===== config.mk =====
export PLATFORM = sky130hd
export DESIGN_NAME = therm_gray_enc
export DESIGN_NICKNAME = d
export VERILOG_FILES = /design/src/rtl/therm_gray_enc.sv
export SDC_FILE = /design/constraint.sdc
export NUM_CORES = 1
export LEC_CHECK = 0
export CAP_MARGIN = 20
export CORE_MARGIN = 2
export CORE_UTILIZATION = 54
export DETAILED_ROUTE_END_ITERATION = 8
export GPL_ROUTABILITY_DRIVEN = 0
export PLACE_DENSITY = 0.95
export SETUP_SLACK_MARGIN = 0.3
export SYNTH_ARGS = -nofsm -noshare
export SYNTH_HDL_FRONTEND = slang
export SYNTH_SLANG_ARGS = --single-unit

===== constraint.sdc =====
create_clock -name clk -period 5.5 [get_ports clk]
set_input_delay 0.825 -clock clk [delete_from_list [all_inputs] [get_ports clk]]
set_output_delay 0.825 -clock clk [all_outputs]
set_load 0.01 [all_outputs]

===== src/rtl/therm_gray_enc.sv =====
module therm_gray_enc #(
  parameter int NBITS = 6
) (
  input  logic                   clk,
  input  logic                   rst_n,
  input  logic                   in_valid,
  input  logic [2**NBITS-2:0]    therm,
  output logic                   out_valid,
  output logic [NBITS-1:0]       code
);
  localparam int NTAP = 2**NBITS - 1;

  // taps whose index has exactly k trailing zeros feed Gray bit k
  function automatic logic [NTAP-1:0] tap_mask(input int k);
    logic [NTAP-1:0] res;
    res = '0;
    for (int m = 1; m <= NTAP; m++)
      res[m-1] = (((m >> k) & 1) == 1) && ((m % (1 << k)) == 0);
    return res;
  endfunction

  logic [NTAP-1:0]  therm_q;
  logic             vld_q;
  logic [NBITS-1:0] gray;
  logic [NBITS-1:0] bin;

  always_ff @(posedge clk or negedge rst_n) begin
    if (!rst_n) begin
      therm_q <= '0;
      vld_q   <= 1'b0;
    end else begin
      vld_q <= in_valid;
      if (in_valid) therm_q <= therm;
    end
  end

  for (genvar k = 0; k < NBITS; k++) begin : g_gray
    assign gray[k] = ^(therm_q & tap_mask(k));
    assign bin[k]  = ^gray[NBITS-1:k];
  end

  always_ff @(posedge clk or negedge rst_n) begin
    if (!rst_n) begin
      out_valid <= 1'b0;
      code      <= '0;
    end else begin
      out_valid <= vld_q;
      if (vld_q) code <= bin;
    end
  end
endmodule



==> flow_metrics.py <==
metrics = {
    "setup_path": {
        "crit_path_end_kind": "flop",
        "crit_type": "reg -> reg",
        "r2r_setup_slack_ns": 2.75,
        "start_kind": "flop",
        "cp.arrival_ns": 2.96,
        "crit_fanout": 2,
        "cp.required_ns": 5.71,
    },
    "routing": {
        "drt_wl_total_mm": 5.44,
        "ant_nets": 0,
        "avgViaCountPerCell": 4.90,
        "wl_per_cell_um": 15.1,
        "first_pass_iters": 3,
        "num_vias": 1765,
        "drtIter0Drc": 67,
        "drc": 0,
    },
    "pwr": {
        "vdd_drop_max_mv": 0.278,
        "power.leakage_nw": 1.71,
        "internal_power_mw": 1.20,
        "seq_power_share_pct": 39.6,
        "power_switching_mw": 0.401,
        "p_clk_share_pct": 24.8,
        "pwr-share-comb_pct": 35.6,
        "p_per_area_nw_per_um2": 388,
        "p_sw_share_pct": 25.0,
    },
    "global_routing": {
        "grt_pass1_vias": 1909,
        "antenna_found_initial": 0,
        "grt_max_degree": 72,
        "grt_remaining_overflow": 0,
        "grt_pass1_wl_mm": 8.78,
        "gr-usage-all-layers_pct": 18.7,
    },
    "die": {
        "start_util_pct": 56.7,
        "rows": 27,
        "die_x_um": 80.5,
        "core_area_um2": 5570,
        "die_y_um": 80.5,
        "io_pins": 73,
        "dieArea_um2": 6480,
    },
    "synth": {
        "synth_top_area_share_pct": 56.2,
        "ys_async_sr_fraction_pct": 100,
        "synth_edf_count": 0,
        "synth_xor_area_share_pct": 18.0,
        "syn_area_um2": 3160,
        "syn_nets": 273,
        "synth_commonest_cells": "dfrtp_1, mux2_2, xnor2_1, xor2_1",
        "synthAdderAreaFrac_pct": 0,
        "synth_area_leaders": "dfrtp_1, mux2_2, xnor2_1",
        "ys_seq_area_share_pct": 56.2,
        "synth_top_family_by_area": "multiplexers",
        "post_synth_and_or_nand_nor_area_fraction_pct": 0,
        "yosysTopAreaCell": "dfrtp_1",
        "muxShareOfSynthArea_pct": 24.6,
        "synth-compound-area-share_pct": 0,
        "ys_warn_count": 0,
        "synth.distinct_cells": 11,
        "ys.flop_type": "dfrtp_1",
        "synth_cells": 207,
        "yosysMostFrequentCell": "dfrtp_1",
        "ys_seq_elements": 71,
        "postSynthAreaPerCell_um2": 15.3,
    },
    "place": {
        "pre_cts_ws_ns": 2.76,
        "dp_hpwl_mm": 3.84,
        "port_buffers": 72,
    },
    "clocking": {
        "cts-root-buf": "clkbuf_8",
        "clkTransAtPathRegs_ns": 0.07,
        "htreeDepth": 3,
        "hold_buffers": 0,
        "cts_num_sinks": 71,
        "clk_path_buf_depth": 2,
        "cts_setup_buffers": 0,
        "cts_tree": "yes",
        "clk-insertion-delay-late_ns": 0.33,
        "cts_resized": 0,
        "cts_buffers": 9,
    },
    "timing": {
        "fin_setup_tns_ns": 0,
        "relSlewSlack_pct": 41.1,
        "fin_ws_ns": 2.75,
        "hold_violations": 0,
        "fmax_ghz": 0.364,
        "drv_slew": 0,
        "fin_worst_skew_ns": 0.00840,
        "period_needed_ns": 2.75,
        "worst_pin_slew_ns": 0.883,
        "fin_crit_sh_pct": 50.0,
        "finalSetupViolCount": 0,
        "rsz0062_at_grt": "false",
    },
    "layout": {
        "syn_to_final_growth_pct": 30.7,
        "drive_above_1_share_pct": 29.2,
        "antennaDiodeCount": 0,
        "nNetsFinal": 349,
    },
    "job": {
        "maxCapViolCount": 0,
    },
    "outcome": {
        "status": "complete, no violations",
    },
    "min_path": {
        "hold_path.class": "reg -> reg",
    },
}
==> final timing paths <==
check	startpoint	end	cells past startpoint
setup reg to reg	therm_q[47]	code[0]	6
hold / removal	code[4]	code[4]	1
setup / recovery	therm_q[47]	code[0]	6
min in group asynchronous	rst_n	therm_q[56]	1
max in group asynchronous	rst_n	therm_q[16]	1
hold reg to reg	code[4]	code[4]	1
==> per-layer routing <==
metal  GRT usage [%]  wire length, um  part of all wire, %
met1            23.5             2450                   45
met2            29.9             2610                   48
met3            5.51              286                  5.3
met4            8.14               85                  1.6
met5               0                0                    0
==> final cells by class <==
| cell class | count | area (um^2) |
|---|---|---|
| clock inverter | 4 | 45.0 |
| fill | 383 | 1440 |
| inverter | 2 | 7.51 |
| timing repair buffer | 73 | 721 |
| multi-input combinational | 126 | 1350 |
| tap | 72 | 90.1 |
| clock buffer | 12 | 145 |
| sequential | 71 | 1780 |
==> state kept, by name (all words and copies together) (netlist names) <==
signal and flops:
out_valid 1, code 6, therm_q 63, vld_q 1
==> critical path, stage by stage, from the launching register on <==
cell and delay (ns):
dfrtp_1 0.35, xor3_1 0.42, xnor3_1 0.41, xnor3_1 0.41, xnor3_1 0.41, xnor3_1 0.39, mux2_4 0.26
==> cell usage in the layout, fill, tap and decap left out <==
cell type | netlist | final
clkbuf_8 | 0 | 10
inv_1 | 2 | 2
bufinv_16 | 0 | 1
mux2_2 | 66 | 66
buf_4 | 0 | 2
clkbuf_1 | 4 | 2
dfrtp_1 | 71 | 71
clkinv_2 | 0 | 3
buf_2 | 0 | 1
xor2_1 | 6 | 6
xnor3_1 | 4 | 4
xnor2_1 | 46 | 46
xor3_1 | 1 | 1
mux2i_1 | 2 | 2
clkdlybuf4s50_1 | 0 | 70
mux2_4 | 1 | 1
==> power by group through the flow <==
stage	clock, mW	combinational [mW]	sequential, mW
6_report	0.398	0.571	0.637
5_1_grt	0.436	0.616	0.644
4_1_cts	0.408	0.579	0.637
3_5_place_dp	0	0.578	0.647
3_3_place_gp	0	0.559	0.642
2_1_floorplan	0	0.421	0.645
==> per-stage QoR <==
| step | util, % | instance area (um^2) | power, mW | hold slack (ns) | instances |
|---|---|---|---|---|---|
| after global placement | 70.7 | 3940 | 1.20 | 0.493 | 344 |
| after CTS | 74.1 | 4130 | 1.62 | 0.516 | 360 |
| after global routing | 74.1 | 4130 | 1.70 | 0.534 | 360 |
| after detailed placement | 70.7 | 3940 | 1.23 | 0.500 | 344 |
| final | 74.1 | 4130 | 1.61 | 0.513 | 360 |
| after floorplan | - | 3160 | 1.07 | 0.352 | 207 |
==> cell families after synthesis <==
family / after synthesis
DFF: 71
muxes: 69
xor gates and xnor gates: 57
buffers and inverters: 10
No activity file was read; power rests on OpenSTA's default activity.
